===== config.mk =====
export PLATFORM = sky130hd
export DESIGN_NAME = da_dot_engine
export DESIGN_NICKNAME = d
export VERILOG_FILES = /design/src/rtl/da_dot_pkg.sv /design/src/rtl/da_step_seq.sv /design/src/rtl/da_bit_slicer.sv /design/src/rtl/da_coef_rom.sv /design/src/rtl/da_accum.sv /design/src/rtl/da_dot_engine.sv
export SDC_FILE = /design/constraint.sdc
export NUM_CORES = 1
export LEC_CHECK = 0
export ABC_AREA = 1
export BUFFER_PORTS_ARGS = -buffer_cell sky130_fd_sc_hd__buf_4
export CAP_MARGIN = 30
export CORE_MARGIN = 2
export CORE_UTILIZATION = 55
export CTS_CLUSTER_SIZE = 24
export DETAILED_ROUTE_END_ITERATION = 6
export PLACE_DENSITY_LB_ADDON = 0.3
export SLEW_MARGIN = 20
export SYNTH_ARGS = -nofsm -noshare
export SYNTH_HDL_FRONTEND = slang
export SYNTH_SLANG_ARGS = --single-unit

===== constraint.sdc =====
create_clock -name clk -period 8.3 [get_ports clk]
set_input_delay 1.66 -clock clk [delete_from_list [all_inputs] [get_ports clk]]
set_output_delay 1.66 -clock clk [all_outputs]
set_load 0.05 [all_outputs]

===== src/rtl/da_dot_pkg.sv =====
package da_dot_pkg;

    typedef enum logic [0:0] {
        ST_IDLE = 1'b0,
        ST_RUN  = 1'b1
    } da_state_e;

    // Per-step control produced by the sequencer
    typedef struct packed {
        logic valid;   // a slice is consumed this cycle
        logic first;   // sign-bit slice (MSB)
        logic last;    // LSB slice, result is written
    } step_ctl_t;

    // Sign-extend the low w bits of a field into an int
    function automatic int lane_value(input logic [63:0] bits, input int w);
        int v;
        v = int'(bits[31:0]);
        return (v <<< (32 - w)) >>> (32 - w);
    endfunction

    function automatic int min1(input int v);
        return (v < 1) ? 1 : v;
    endfunction

endpackage


===== src/rtl/da_step_seq.sv =====
module da_step_seq
    import da_dot_pkg::*;
#(
    parameter int XW = 8
) (
    input  logic      clk,
    input  logic      rst,
    input  logic      start,
    output logic      load,
    output logic      busy,
    output step_ctl_t ctl
);
    localparam int CNTW = min1($clog2(XW));

    da_state_e       state_q;
    logic [CNTW-1:0] cnt_q;

    always_comb begin
        load      = (state_q == ST_IDLE) && start;
        busy      = (state_q == ST_RUN);
        ctl.valid = busy;
        ctl.first = busy && (cnt_q == '0);
        ctl.last  = busy && (cnt_q == CNTW'(XW - 1));
    end

    always_ff @(posedge clk) begin
        if (rst) begin
            state_q <= ST_IDLE;
            cnt_q   <= '0;
        end else begin
            unique case (state_q)
                ST_IDLE: begin
                    cnt_q <= '0;
                    if (start) state_q <= ST_RUN;
                end
                ST_RUN: begin
                    cnt_q <= cnt_q + 1'b1;
                    if (ctl.last) state_q <= ST_IDLE;
                end
                default: state_q <= ST_IDLE;
            endcase
        end
    end

endmodule


===== src/rtl/da_bit_slicer.sv =====
module da_bit_slicer #(
    parameter int NUM_IN = 4,
    parameter int XW     = 8
) (
    input  logic                 clk,
    input  logic                 rst,
    input  logic                 load,
    input  logic                 shift,
    input  logic [NUM_IN*XW-1:0] x_in,
    output logic [NUM_IN-1:0]    slice
);
    for (genvar k = 0; k < NUM_IN; k++) begin : g_lane
        logic [XW-1:0] sr_q;

        always_ff @(posedge clk) begin
            if (rst)        sr_q <= '0;
            else if (load)  sr_q <= x_in[k*XW +: XW];
            else if (shift) sr_q <= {sr_q[XW-2:0], 1'b0};
        end

        // MSB-first: the top bit is the current slice bit of lane k
        assign slice[k] = sr_q[XW-1];
    end

endmodule


===== src/rtl/da_coef_rom.sv =====
module da_coef_rom
    import da_dot_pkg::*;
#(
    parameter int                   NUM_IN     = 4,
    parameter int                   CW         = 8,
    parameter int                   TW         = 11,
    parameter bit                   HALF_TABLE = 1'b0,
    parameter logic [NUM_IN*CW-1:0] COEFS      = '0,
    localparam int                  ADDRW      = HALF_TABLE ? NUM_IN - 1 : NUM_IN
) (
    input  logic [ADDRW-1:0]     addr,
    output logic signed [TW-1:0] value
);
    localparam int DEPTH = 1 << ADDRW;

    // Plain: sum of A_k with bit k set.
    // Halved: sum of +/-A_k, lane 0 fixed at 0, lanes 1.. from addr.
    function automatic int entry_value(input int a);
        int acc;
        int c;
        acc = 0;
        for (int k = 0; k < NUM_IN; k++) begin
            c = lane_value(64'(COEFS >> (k * CW)), CW);
            if (HALF_TABLE) begin
                if (k == 0)                    acc -= c;
                else if (((a >> (k - 1)) & 1) != 0) acc += c;
                else                           acc -= c;
            end else if (((a >> k) & 1) != 0) begin
                acc += c;
            end
        end
        return acc;
    endfunction

    logic signed [TW-1:0] table_w [DEPTH];

    for (genvar a = 0; a < DEPTH; a++) begin : g_entry
        localparam int VAL = entry_value(a);
        assign table_w[a] = TW'(VAL);
    end

    assign value = table_w[addr];

endmodule


===== src/rtl/da_accum.sv =====
module da_accum
    import da_dot_pkg::*;
#(
    parameter int TW         = 11,
    parameter int RW         = 18,
    parameter int AW         = 20,
    parameter bit HALF_TABLE = 1'b0,
    parameter int SUM_COEF   = 0
) (
    input  logic                 clk,
    input  logic                 rst,
    input  step_ctl_t            ctl,
    input  logic signed [TW-1:0] term,
    input  logic                 sub,
    output logic [RW-1:0]        result,
    output logic                 done
);
    localparam logic signed [AW-1:0] SUM_V = AW'(SUM_COEF);

    logic signed [AW-1:0] acc_q;
    logic signed [AW-1:0] term_ext;
    logic signed [AW-1:0] base;
    logic signed [AW-1:0] acc_next;
    logic signed [AW-1:0] corrected;
    logic signed [AW-1:0] final_v;

    always_comb begin
        term_ext  = {{(AW-TW){term[TW-1]}}, term};
        base      = ctl.first ? '0 : (acc_q <<< 1);
        acc_next  = sub ? (base - term_ext) : (base + term_ext);
        // Offset coding: acc = 2*dot + sum(A); undo at the last step
        corrected = (acc_next - SUM_V) >>> 1;
        final_v   = HALF_TABLE ? corrected : acc_next;
    end

    always_ff @(posedge clk) begin
        if (rst) begin
            acc_q  <= '0;
            result <= '0;
            done   <= 1'b0;
        end else begin
            done <= 1'b0;
            if (ctl.valid) acc_q <= acc_next;
            if (ctl.valid && ctl.last) begin
                result <= final_v[RW-1:0];
                done   <= 1'b1;
            end
        end
    end

endmodule


===== src/rtl/da_dot_engine.sv =====
module da_dot_engine
    import da_dot_pkg::*;
#(
    parameter int                   NUM_IN     = 4,
    parameter int                   XW         = 8,
    parameter int                   CW         = 8,
    parameter bit                   HALF_TABLE = 1'b0,
    parameter logic [NUM_IN*CW-1:0] COEFS      = {8'hFB, 8'h7F, 8'h80, 8'h25},
    localparam int                  RW         = CW + XW + $clog2(NUM_IN)
) (
    input  logic                 clk,
    input  logic                 rst,
    input  logic                 start,
    input  logic [NUM_IN*XW-1:0] x_in,
    output logic                 busy,
    output logic                 done,
    output logic [RW-1:0]        result
);
    localparam int TW    = CW + $clog2(NUM_IN) + 1;
    localparam int AW    = RW + 2;
    localparam int ADDRW = HALF_TABLE ? NUM_IN - 1 : NUM_IN;

    function automatic int coef_sum();
        int s;
        s = 0;
        for (int k = 0; k < NUM_IN; k++) s += lane_value(64'(COEFS >> (k * CW)), CW);
        return s;
    endfunction

    localparam int SUM_COEF = coef_sum();

    step_ctl_t            ctl;
    logic                 load;
    logic [NUM_IN-1:0]    slice;
    logic [ADDRW-1:0]     addr;
    logic                 neg;
    logic                 sub;
    logic signed [TW-1:0] term;

    da_step_seq #(.XW(XW)) u_seq (
        .clk   (clk),
        .rst   (rst),
        .start (start),
        .load  (load),
        .busy  (busy),
        .ctl   (ctl)
    );

    da_bit_slicer #(.NUM_IN(NUM_IN), .XW(XW)) u_slicer (
        .clk   (clk),
        .rst   (rst),
        .load  (load),
        .shift (ctl.valid),
        .x_in  (x_in),
        .slice (slice)
    );

    if (HALF_TABLE) begin : g_half
        // Lane 0 bit picks the mirrored half: invert address, negate term
        assign neg  = slice[0];
        assign addr = slice[0] ? ~slice[NUM_IN-1:1] : slice[NUM_IN-1:1];
    end else begin : g_full
        assign neg  = 1'b0;
        assign addr = slice;
    end

    // Sign-bit slice has weight -2^(XW-1): subtract it
    assign sub = ctl.first ^ neg;

    da_coef_rom #(
        .NUM_IN(NUM_IN), .CW(CW), .TW(TW),
        .HALF_TABLE(HALF_TABLE), .COEFS(COEFS)
    ) u_rom (
        .addr  (addr),
        .value (term)
    );

    da_accum #(
        .TW(TW), .RW(RW), .AW(AW),
        .HALF_TABLE(HALF_TABLE), .SUM_COEF(SUM_COEF)
    ) u_acc (
        .clk    (clk),
        .rst    (rst),
        .ctl    (ctl),
        .term   (term),
        .sub    (sub),
        .result (result),
        .done   (done)
    );

endmodule


Word level (Yosys, flattened, before mapping)
Memory sizes are Yosys's and may differ from the RTL's.
Cells that the tools add are included.
{ "totals": {"reg_bits": 72, "latch_bits": 0, "ram_bits": 0, "rom_bits": 176, "in_bits": 35, "output_inout_bits": 20, "wordCells": 40, "memories": 1} }
{ "memory_table": {"columns": ["name", "depth", "word_bits", "read_ports", "rd_clocked_by_memory_dff", "wr", "line", "text"], "rows": [
  ["(no name shown)", 16, 11, 1, 0, 0, "da_coef_rom.sv:42", "assign value = table_w[addr];"]
]} }
{ "op_classes": {"n_addsub": 3, "n_mul": 0, "div_mod_pow": 0, "magnitude_cmp": 1, "eq_ne": 1, "shifts": 0, "mux": 17, "bitwise": 2, "reduce_logical": 6} }
{ "op_table": {"columns": ["cell", "count"], "rows": [
  ["$mux 8", 8],
  ["$mux 18", 2],
  ["$mux 11", 2],
  ["$add 18x11->18", 1],
  ["$sub 18x11->18", 1],
  ["$pmux 3 s2", 1],
  ["$ge 5x5->1 const B", 1],
  ["$not 4->5", 1],
  ["$logic_and 1x1->1", 4],
  ["$add 3x1->3 const B", 1],
  ["$eq 3x3->1 const B", 1],
  ["$logic_not 3->1", 1],
  ["$mux 1", 3],
  ["$pmux 1 s2", 1],
  ["$reduce_bool 2->1", 1],
  ["$not 1->1", 1]
]} }

Longest topological paths before layout
Gate-level depths: netlist (run 1).
{ "logic_depth": {"ltp_word": 6, "mapped_depth": 25, "mapped_depth_nobuf": 25} }

Modules after synthesis
Synthesis (run 1) repeated with hierarchy kept, for this count alone.
{ "hier_totals": {"hier_cells": 751, "hier_area_um2": 4722.0} }
{ "modules_own_cells": {"columns": ["mod", "n_inst", "cells_each", "area_per_inst_um2"], "rows": [
  ["da_accum", 1, 449, 2741.4],
  ["da_bit_slicer", 1, 239, 1542.7],
  ["da_coef_rom", 1, 35, 232.7],
  ["da_step_seq", 1, 28, 205.2]
]} }

Worst setup path before layout (run 1)
OpenSTA, ideal clock, no wires.
{ "synth_timing": {"path_type": "register to register", "start": "register u_slicer.g_lane[2].sr_q[7]", "end": "register u_acc.result[13]", "arrival_time_ps": 3023, "required_ps": 8191, "setup_slack_ps": 5169, "path_stages_with_launch": 23, "period_less_slack_ps": 3131, "cell_sequence": "dfxtp_1 inv_2 ha_1 inv_1 nand2_2 nand2_4 ha_1 inv_1 nor2_1 nand4_1 ha_1 nand2_1 nand2_1 ha_1 a21oi_1 and2_1 nor2_1 nor2_1 nand2_1 nand2_1 nand3_1 nand2_1 inv_1"} }
{ "synth_between": {"elab_chain_len": 6, "word_cells_on_any_way": 7} }
{ "synth_rtl": {"columns": ["element", "line", "text"], "rows": [
  ["from (decl)", "da_bit_slicer.sv:13", "logic [XW-1:0] sr_q;"],
  ["from (signal assigned)", "da_bit_slicer.sv:17", "else if (load) sr_q <= x_in[k*XW +: XW];"],
  ["from (signal assigned)", "da_bit_slicer.sv:18", "else if (shift) sr_q <= {sr_q[XW-2:0], 1'b0};"],
  ["$not 4->5 (not written as such) *", "da_coef_rom.sv:42", null],
  ["$mem_v2 16x11 *", null, null],
  ["$mux 11 (not written as such) * (2 in series)", "da_coef_rom.sv:42", null],
  ["$add 18x11->18 / $sub 18x11->18 (equally long branches)", "da_accum.sv:30", "acc_next = sub ? (base - term_ext) : (base + term_ext);"],
  ["$mux 18 *", "da_accum.sv:30", null],
  ["to (signal assigned)", "da_accum.sv:45", "result <= final_v[RW-1:0];"],
  ["to (decl)", "da_accum.sv:15", "output logic [RW-1:0] result,"]
]} }
Every way passes the cells marked *; elsewhere a longest branch is shown, timed or not. The select of a mux whose other input is x is not followed.
A chain may end at the register's enable or synchronous reset.

Worst setup path in the final report (run 1)
{ "layout_timing": {"start": "register u_slicer.g_lane[2].sr_q[7]", "end": "register u_acc.result[17]"} }
The elaborated chain is that of the path after synthesis.

==> results.md, run 1 <==
* Longest Clk Path Bufs at 2
* Core box area at 8130 um^2
* Seq/Total Area, Yosys at 31.6%
* Total clock sinks at 72
* Cell taking the most area after synthesis: dfxtp_1
* WL met3 at 599 um
* Pre-CTS setup slack at 4710 ps
* Row count at 33
* H-tree Lvls at 3
* Pre-Repair DR Iteration Count at 4
* Starting Density at 56.1%
* WL final at 11,300 um
* Warning count from the yosys run at 0
* GRT Overall Usage at 26.7%
* Hold Vio Cnt, Final at 0
* Post-DR wirelength/cell at 13.2 um
* Syn avg cell area at 6.51 um^2
* Latest clock arrival within the worst-skew pair at 350 ps
* Status: complete, no violations
* Via Count at 4,390
* Area of the multi-input gates at 2520 um^2
* Final nets at 810
* Root Buffer: clkbuf_8
* Die footprint at 9050 um^2
* Synth cell count leaders: nand2_1, inv_1, dfxtp_1
* CP Launch Type: register
* # Post-CTS Setup Buffers at 0
* Max-cap violations at 0
* Ports at 55
* Post-DRT Antenna Nets at 0
* Netlist Area Pre-Place at 4570 um^2
* Netlist cell types at 36
* Main synth FF type: dfxtp_1
* Ys async rst share at 0%
* DRT iter0 DRCs at 282
* Metal-1 WL at 4930 um
* Most common cell in the synthesized netlist: nand2_1
* Hold Path Class: register to register
* Worst r2r path cells at 23
* CP max FO at 8
* Largest net degree at the start of global routing at 37
* Post-DP HPWL at 8220 um
* TritonCTS clock tree: yes
* Final min period at 3620 ps
* Mapped Cells at 702
* Vias per cell at 5.13
* EDFF count, synth at 0
* Final Wtd Congestion at 0.956
* Final setup vio count at 0
* Required time worst endpoint at 8550 ps
* VDD IR-drop max at 0.000126 V
* Area grow syn2layout at 14.5%
* Number of fill cells at 745
* First-pass GRT wire length at 18,900 um
* RSZ-0062 raised after global routing: false
* Max-slew violations at 0
* Synth area leaders: dfxtp_1, nand2_1, inv_1
* Vias in the first global route at 4,081
* Initial antenna violation count at 0
* Inserted Clock Buffers at 9
* Diode count at 0
* Leak Pwr at 2.86 nW
* Drt drc at 0
* Hold_buf cts at 0
* Share of cells above drive strength 1 at 15.1%
* Routed met2 length at 5560 um
* Clock Skews at 12.5 ps
* Critical Path Sink Type: register
* Fin crit share at 43.6%
* Post-synthesis register bit count at 72
* Maximum clock frequency at 0.276 GHz
* Hold Path Depth at 2
* Uppermost layer routed: met4
* Port bufs at 54
* Clock Pin Slew Worst Setup and Hold Paths at 80 ps
* Placed Area at 5010 um^2
* Min Hold Slack at 461 ps
* Final setup margin at 4680 ps
* Grt total ovfl at 0
* Crit path kind: register to register
* CTS resizes at 0
* Crit path arrival time at 3870 ps
* Height of the die at 95.1 um
* Slew headroom at 49.8%
* Power Density at 201 nW/um^2
* Worst Tran Pin Value at 752 ps
* Die W at 95.1 um
* Final instance area at 5230 um^2
* Syn_nets at 767
* Register area at 1440 um^2
* Setup TNS at 0 ps
* Yosys top cell area share at 31.6%
[worst paths after layout]
check                                                start                to  slack, ps
worst max-delay path            u_slicer.g_lane[2].sr_q[7]  u_acc.result[17]       4680
worst min-delay path                        u_acc.acc_q[1]    u_acc.acc_q[1]        460
worst max register to register  u_slicer.g_lane[2].sr_q[7]  u_acc.result[17]       4680
worst min register to register              u_acc.acc_q[1]    u_acc.acc_q[1]        460
[logic make-up (layout without fill, tap and decap cells)]
logic type               count (synthesis)  count (layout)  share of synthesized area, %
AO/OA/AOI/OAI                           94              94                          12.5
XOR/XNOR                                10              10                          1.92
adder cells (fa/ha/maj)                 30              30                          8.38
buffers and inverters                  156             204                          13.3
flip-flops                              72              72                          31.6
AND/OR/NAND/NOR                        340             340                          32.4
[critical path: stages (launching register included)]
cell	delay, ps
dfxtp_1	510
inv_2	110
ha_1	300
nand2_1	90
nand2_4	160
ha_1	180
inv_1	80
nor2_1	180
nand4_1	110
ha_1	290
nand2_1	70
nand2_1	70
ha_1	370
nand2_1	130
nor2_1	250
nand2_1	100
nor2_1	100
nand2_1	80
inv_1	60
nor2_1	40
nand3_1	80
nand3_1	60
nand2_1	60
inv_1	30
[placed cells by master (no fill, tap or decap)]
cell type	netlist	layout
nand3b_1	2	2
o211ai_1	8	8
a21o_1	3	3
inv_1	120	120
nand2_4	4	4
nor2_1	67	67
and2_1	1	1
or2_4	1	1
clkinvlp_4	0	1
buf_4	0	56
clkbuf_8	0	10
buf_6	1	1
o21ai_2	2	2
xnor2_1	2	2
nor2_4	4	4
xor2_1	8	8
or2_1	1	1
nand2_2	10	10
a21oi_2	1	1
inv_6	0	4
nand3_1	48	48
nand2_1	191	191
bufinv_16	0	1
fa_1	1	1
a21oi_1	38	38
inv_2	9	9
nand4_1	1	1
o221ai_1	11	11
a31oi_1	2	2
nor3_2	1	1
dfxtp_1	72	72
o41ai_1	3	3
ha_1	29	29
o21bai_1	3	3
nand3_2	3	3
o21ai_0	23	23
inv_4	2	2
nor3_1	3	3
nor2_2	3	3
[per-stage QoR]
| stage | power (mW) | instances | util, % |
|---|---|---|---|
| after floorplan | 0.665 | 702 | - |
| after global placement | 0.748 | 838 | 61.6 |
| after detailed placement | 0.754 | 838 | 61.6 |
| after CTS | 1.05 | 854 | 64.2 |
| after global routing | 1.12 | 855 | 64.3 |
| final | 1.05 | 855 | 64.3 |
[final cells by class]
cell class                      instances  area share [%]
Clock inverter                          6            1.39
Inverter                              131            9.50
Sequential cell                        72            27.6
Tap cell                              105            2.51
Clock buffer                           10            2.63
Multi-Input combinational cell        474            48.2
Timing Repair Buffer                   57            8.25
[power breakdown]
group          switching, mW  total, mW  internal, mW  leakage, nW
sequential           0.00894      0.375         0.366        0.589
clock                  0.145      0.297         0.151        0.104
combinational          0.248      0.378         0.129         2.17
[sequential cells by signal (all words and copies together), names as in the netlist]
signal / cells
u_seq.busy: 1
u_acc.done: 1
u_acc.acc_q: 17
u_slicer.g_lane.sr_q: 32
u_acc.result: 18
u_seq.cnt_q: 3
[routing by layer]
layer	vias to the layer above	track usage (%)
met5	-	0
met4	0	8.70
met3	13	4.90
met2	82	45.8
met1	2021	33.8
li1	2274	-
No activity file was read; power rests on OpenSTA's default activity.
==> run 2: changes to the inputs <==
Settings changed: CORE_UTILIZATION 55 to 53.
Clock period 8.3 ns to 3 ns, I/O delays scaled along.
==> results.md, run 2 (synthesized netlist as in run 1, its figures left out) <==
* DRT iter0 DRCs at 286 (+1.4%)
* Max-slew violations at 0 (unchanged)
* HP Start: u_seq.cnt_q[0]
* Post-DR wirelength/cell at 14.1 um (+6.5%)
* Required time worst endpoint at 3260 ps (-5290 ps)
* Via Count at 4,746 (+8.1%)
* Hold Path Class: register to register
* Register area at 1450 um^2 (+0.61%)
* Drt drc at 0 (unchanged)
* Worst Tran Pin Value at 807 ps (+55.2 ps)
* Final nets at 856 (+5.7%)
* Starting Density at 55.0% (-1.1 points)
* Switch share at 37.6% (-0.76 points)
* TritonCTS clock tree: yes
* Hold_buf cts at 0 (unchanged)
* Cell count after placement at 875 (+4.4%)
* WL final at 12,600 um (+12%)
* Longest Clk Path Bufs at 2 (unchanged)
* GRT Overall Usage at 25.9% (-0.80 points)
* Core box area at 8300 um^2 (+2.0%)
* Final min period at 3070 ps (-550 ps)
* Fin crit share at 102% (+59 points)
* Non-filler cells, final at 900 (+5.3%)
* Commonest non-fill, non-tap cell in the layout: nand2_1
* Final Wtd Congestion at 0.952 (-0.41%)
* VDD IR-drop max at 0.000396 V (+210%)
* Maximum clock frequency at 0.326 GHz (+18%)
* Clock power share at 26.1% (-2.2 points)
* Die footprint at 9380 um^2 (+3.6%)
* Slew headroom at 46.2% (-3.7 points)
* Leak Pwr at 3.14 nW (+9.6%)
* Net switching power at 1.25 mW (+210%)
* Final setup margin at -67.8 ps (-4750 ps)
* Ports at 55 (unchanged)
* Commonest non-fill, non-tap cells in the layout: nand2_1, inv_1, buf_4, dfxtp_1, nor2_1
* Vias in the first global route at 4,415 (+8.2%)
* Max-cap violations at 0 (unchanged)
* Row count at 33 (unchanged)
* Status: finished, violations left
* Total clock sinks at 72 (unchanged)
* Largest net degree at the start of global routing at 37 (unchanged)
* Failing checks: negative setup slack
* RSZ-0062 raised after global routing: true
* Worst Setup SP: u_slicer.g_lane[0].sr_q[7]
* Pre-CTS setup slack at -80.3 ps (-4790 ps)
* Sequential Power Share at 31.2% (-4.5 points)
* Inserted Clock Buffers at 9 (unchanged)
* Port bufs at 54 (unchanged)
* CP max FO at 4 (-4)
* Pre-Repair DR Iteration Count at 5 (+1)
* Post-DP HPWL at 8740 um (+6.2%)
* Area of the multi-input gates at 2820 um^2 (+12%)
* Int Power at 2.07 mW (+220%)
* Post-DRT Antenna Nets at 0 (unchanged)
* Hold Vio Cnt, Final at 0 (unchanged)
* CP Launch Type: register
* Number of fill cells at 674 (-9.5%)
* Final setup vio count at 6 (+6)
* Min Hold Slack at 459 ps (-2.01 ps)
* Final Power at 3.32 mW (+220%)
* Crit path kind: register to register
* Clock Skews at 11.2 ps (-1.31 ps)
* Share of cells above drive strength 1 at 26.9% (+12 points)
* Final instance area at 5900 um^2 (+13%)
* Initial antenna violation count at 0 (unchanged)
* Comb pwr share at 42.7% (+6.7 points)
* Power Density at 563 nW/um^2 (+180%)
* Max reg flops at 32 (unchanged)
* Clock Pin Slew Worst Setup and Hold Paths at 80 ps (about the same)
* RR Startpoint: u_slicer.g_lane[0].sr_q[7]
* First-pass GRT wire length at 20,300 um (+7.0%)
* Height of the die at 96.8 um (+1.8%)
* Critical Path Sink Type: register
* Placed Area at 5310 um^2 (+6.0%)
* Diode count at 0 (unchanged)
* Biggest regs: u_slicer.g_lane.sr_q x32, u_acc.result x18, u_acc.acc_q x17
* Latest clock arrival within the worst-skew pair at 360 ps (about the same)
* H-tree Lvls at 3 (unchanged)
* Area grow syn2layout at 29.3%
* Crit path arrival time at 3330 ps (-540 ps)
* Die W at 96.8 um (+1.8%)
* Root Buffer: clkbuf_8
* Vias per cell at 5.27 (+2.7%)
* Grt total ovfl at 0 (unchanged)
* Biggest register: u_slicer.g_lane.sr_q
-- run 2: cell types whose count changed in the layout (fill, tap and decap cells not counted), moves of 5 or more --
cell / delta
a21oi_1: -5
buf_4: +45
ha_1: -8
ha_4: +7
nand2_1: -16
nand2_2: +14
nand3_1: -5
nor2_1: -10
nor2_2: +6
-- run 2: layout make-up --
type                            instances  area share [%]
Sequential cell                        72            24.6
Clock inverter                          5            1.38
Multi-Input combinational cell        474            47.7
Inverter                              131            8.54
Timing Repair Buffer                  103            13.2
Clock buffer                           10            2.33
Tap cell                              105            2.23
-- run 2: layer usage --
layer  part of all wire (%)  global-route usage, %  vias to the layer above
li1                       -                      -                     2361
met1                     45                   34.2                     2206
met2                     46                   41.6                      154
met3                    6.6                   5.06                       25
met4                    2.6                   10.3                        0
met5                      0                      0                        -
-- run 2: critical path: stages (launching register included) --
cell and delay, ps:
dfxtp_4 370, inv_4 50, ha_4 160, o21ai_4 220, inv_2 100, nor3_4 180
inv_2 70, nor2_4 110, nand4_1 110, ha_1 300, nand2_1 70, nand2_2 60
ha_4 310, nand2_4 80, inv_2 70, nand2_2 60, and2_4 150, nor2_2 90
nor2_2 60, nand3_1 120, nand3_2 120, nand2_2 80, inv_1 30
-- run 2: per-stage QoR --
step / TNS [ps] / utilization [%]
floorplan: 0 / -
global placement: -158 / 64.0
detailed placement: -237 / 64.0
CTS: 0 / 67.6
global route: -3470 / 71.1
finish: -243 / 71.1
-- run 2: path summary, 6_finish.rpt --
| path | end | depth (start not counted) | slack [ps] |
|---|---|---|---|
| max reg2reg | u_acc.result[13] | 22 | -70 |
| min | u_seq.cnt_q[0] | 1 | 460 |
| min reg2reg | u_seq.cnt_q[0] | 1 | 460 |
| max | u_acc.result[13] | 22 | -70 |
-- run 2: power by group through the flow --
stage	logic, mW	clock network, mW	registers [mW]
after floorplan	0.798	0	1.06
after global placement	1.15	0	1.05
after detailed placement	1.17	0	1.06
after CTS	1.23	0.878	1.03
after global routing	1.56	0.925	1.04
final	1.42	0.868	1.04
-- run 2: what timing repair did --
| item | CTS | global route |
|---|---|---|
| hold endpoints to repair | 0 | 0 |
| pin swaps | 8 | 37 |
| resized for setup | 15 | 61 |
| endpoints found under the setup margin | 7 | 22 |
| setup buffers | 1 | 9 |
==> run 3: changes to the inputs <==
==> constraint.sdc (replaced) <==
create_clock -name clk -period 3 [get_ports clk]
set_input_delay 0.15 -clock clk [delete_from_list [all_inputs] [get_ports clk]]
set_output_delay 0.15 -clock clk [all_outputs]
set_load 0.05 [all_outputs]
==> results.md, run 3 (synthesized netlist as in run 1, its figures left out) <==
* GRT busiest layer: met2
* Fin crit share at 105% (+3.2 points)
* VDD IR-drop max at 0.000362 V (-8.6%)
* Grt total ovfl at 0 (unchanged)
* Largest net degree at the start of global routing at 37 (unchanged)
* Final nets at 856 (unchanged)
* Inserted Clock Buffers at 9 (unchanged)
* Latest clock arrival within the worst-skew pair at 360 ps (about the same)
* Clock power share at 25.9% (-0.2 points)
* Status: finished, violations left
* Share of cells above drive strength 1 at 25.6% (-1.3 points)
* Sequential Power Share at 31.3% (about the same)
* Comb pwr share at 42.8% (about the same)
* RSZ-0062 raised after global routing: true
* Commonest non-fill, non-tap cell in the layout: nand2_1
* Slew headroom at 49.3% (+3.1 points)
* Vias in the first global route at 4,522 (+2.4%)
* Met2 track demand over resource at 41.2% (-0.37 points)
* Non-filler cells, final at 901 (+0.11%)
* Die W at 96.8 um (unchanged)
* Hold Path Class: input pin to register
* Vias per cell at 5.27 (about the same)
* GRT Overall Usage at 26.4% (+0.45 points)
* Pre-Repair DR Iteration Count at 5 (unchanged)
* DRT iter0 DRCs at 288 (+0.70%)
* Leak Pwr at 3.13 nW (-0.34%)
* Pre-CTS setup slack at -172 ps (-91.8 ps)
* Core box area at 8300 um^2 (unchanged)
* Met1 Resource Use GR at 35.7% (+1.5 points)
* WL final at 12,700 um (+0.19%)
* Hold Vio Cnt, Final at 0 (unchanged)
* Final instance area at 5840 um^2 (-1.1%)
* Required time worst endpoint at 3270 ps (about the same)
* Placed Area at 5330 um^2 (+0.28%)
* Critical Path Sink Type: register
* Initial antenna violation count at 0 (unchanged)
* Biggest register: u_slicer.g_lane.sr_q
* Die footprint at 9380 um^2 (unchanged)
* Row count at 33 (unchanged)
* Post-DR wirelength/cell at 14.1 um (about the same)
* Crit path arrival time at 3440 ps (+110 ps)
* Via Count at 4,748 (+0.042%)
* Drt drc at 0 (unchanged)
* Worst Tran Pin Value at 760 ps (-46.7 ps)
* Setup TNS at -403 ps (-161 ps)
* Longest Clk Path Bufs at 2 (unchanged)
* Final Wtd Congestion at 0.907 (-4.7%)
* H-tree Lvls at 3 (unchanged)
* Switch share at 37.9% (+0.32 points)
* Power Density at 568 nW/um^2 (+0.86%)
* Final min period at 3160 ps (+96.4 ps)
* Starting Density at 55.0% (unchanged)
* CP Launch Type: register
* TritonCTS clock tree: yes
* Commonest non-fill, non-tap cells in the layout: nand2_1, inv_1, buf_4, dfxtp_1, nor2_1
* Final setup margin at -164 ps (-96.4 ps)
* Cell count after placement at 877 (+0.23%)
* Max reg flops at 32 (unchanged)
* Post-DRT Antenna Nets at 0 (unchanged)
* CP max FO at 4 (unchanged)
* Crit path kind: register to register
* Max-slew violations at 0 (unchanged)
* Height of the die at 96.8 um (unchanged)
* Ports at 55 (unchanged)
* Post-DP HPWL at 8680 um (-0.60%)
* First-pass GRT wire length at 20,500 um (+1.4%)
* Fin util at 70.3% (-0.80 points)
* Root Buffer: clkbuf_8
* Biggest regs: u_slicer.g_lane.sr_q x32, u_acc.result x18, u_acc.acc_q x17
* Final setup vio count at 6 (unchanged)
* Met3 usage in global routing at 6.86% (+1.8 points)
* Total clock sinks at 72 (unchanged)
* Max-cap violations at 0 (unchanged)
* Failing checks: negative setup slack
* Maximum clock frequency at 0.316 GHz (-3.0%)
* Clock Skews at 22.9 ps (+11.7 ps)
* Port bufs at 54 (unchanged)
* Net switching power at 1.26 mW (+0.57%)
* Int Power at 2.06 mW (-0.79%)
* Diode count at 0 (unchanged)
* Clock Pin Slew Worst Setup and Hold Paths at 90 ps (about the same)
* Area grow syn2layout at 27.8%
run 3: cell count changes in the layout (fill, tap and decap cells not counted), sizes merged:
cell	previous run	this run
clkbuf	10	11
run 3: layer usage:
| layer | routed length [um] | share of wire, % |
|---|---|---|
| met2 | 5860 | 46 |
| met1 | 5670 | 45 |
| met3 | 979 | 7.7 |
| met4 | 160 | 1.3 |
| met5 | 0 | 0 |
run 3: final timing paths:
| check | startpoint | to | slack [ps] | depth (start not counted) |
|---|---|---|---|---|
| max | u_slicer.g_lane[0].sr_q[7] | u_acc.acc_q[13] | -160 | 21 |
| min | x_in[16] | u_slicer.g_lane[2].sr_q[0] | 60 | 3 |
| max reg2reg | u_slicer.g_lane[0].sr_q[7] | u_acc.acc_q[13] | -160 | 21 |
| min reg2reg | u_seq.cnt_q[0] | u_seq.cnt_q[0] | 460 | 1 |
run 3: layout make-up:
| class | instances | area, um^2 |
|---|---|---|
| clock buffers | 11 | 131 |
| clock inverters | 5 | 81.3 |
| fillers | 679 | 2460 |
| inverters | 131 | 499 |
| multi-input cells | 474 | 2760 |
| flip-flops and latches | 72 | 1450 |
| well taps | 105 | 131 |
| repair buffers | 103 | 785 |
run 3: critical path, cell delays in order, from the launching register on:
cell	delay [ps]
dfxtp_2	330
buf_4	150
ha_1	200
nand2_1	120
o21ai_4	90
ha_4	170
inv_2	90
nor2_4	50
a21oi_1	170
xor2_1	260
ha_1	350
nand2_1	100
nand2_1	80
nand2_2	70
and2_4	130
nor2_1	30
nor2_1	210
nand2_1	120
nand2_2	140
nand3_2	80
nand2_1	90
inv_1	40
run 3: metrics by stage:
step	hold slack, ps	total power [mW]
floorplan	295	1.85
global placement	409	2.22
detailed placement	419	2.24
CTS	49.7	3.16
global route	55.0	3.50
finish	58.5	3.31
run 3: what timing repair did:
item                       CTS  global route
buffers inserted             3             5
hold buffers                 0             0
hold endpoints to repair     0             0
resized for setup           22            38
setup endpoints to repair   10            22
pin swaps                   13            28
run 3: power groups by stage:
| stage | Clock, mW | Sequential, mW | Combinational, mW |
|---|---|---|---|
| 3_3_place_gp | 0 | 1.05 | 1.16 |
| 4_1_cts | 0.862 | 1.04 | 1.26 |
| 6_report | 0.857 | 1.04 | 1.42 |
| 2_1_floorplan | 0 | 1.06 | 0.798 |
| 5_1_grt | 0.901 | 1.04 | 1.56 |
| 3_5_place_dp | 0 | 1.06 | 1.18 |
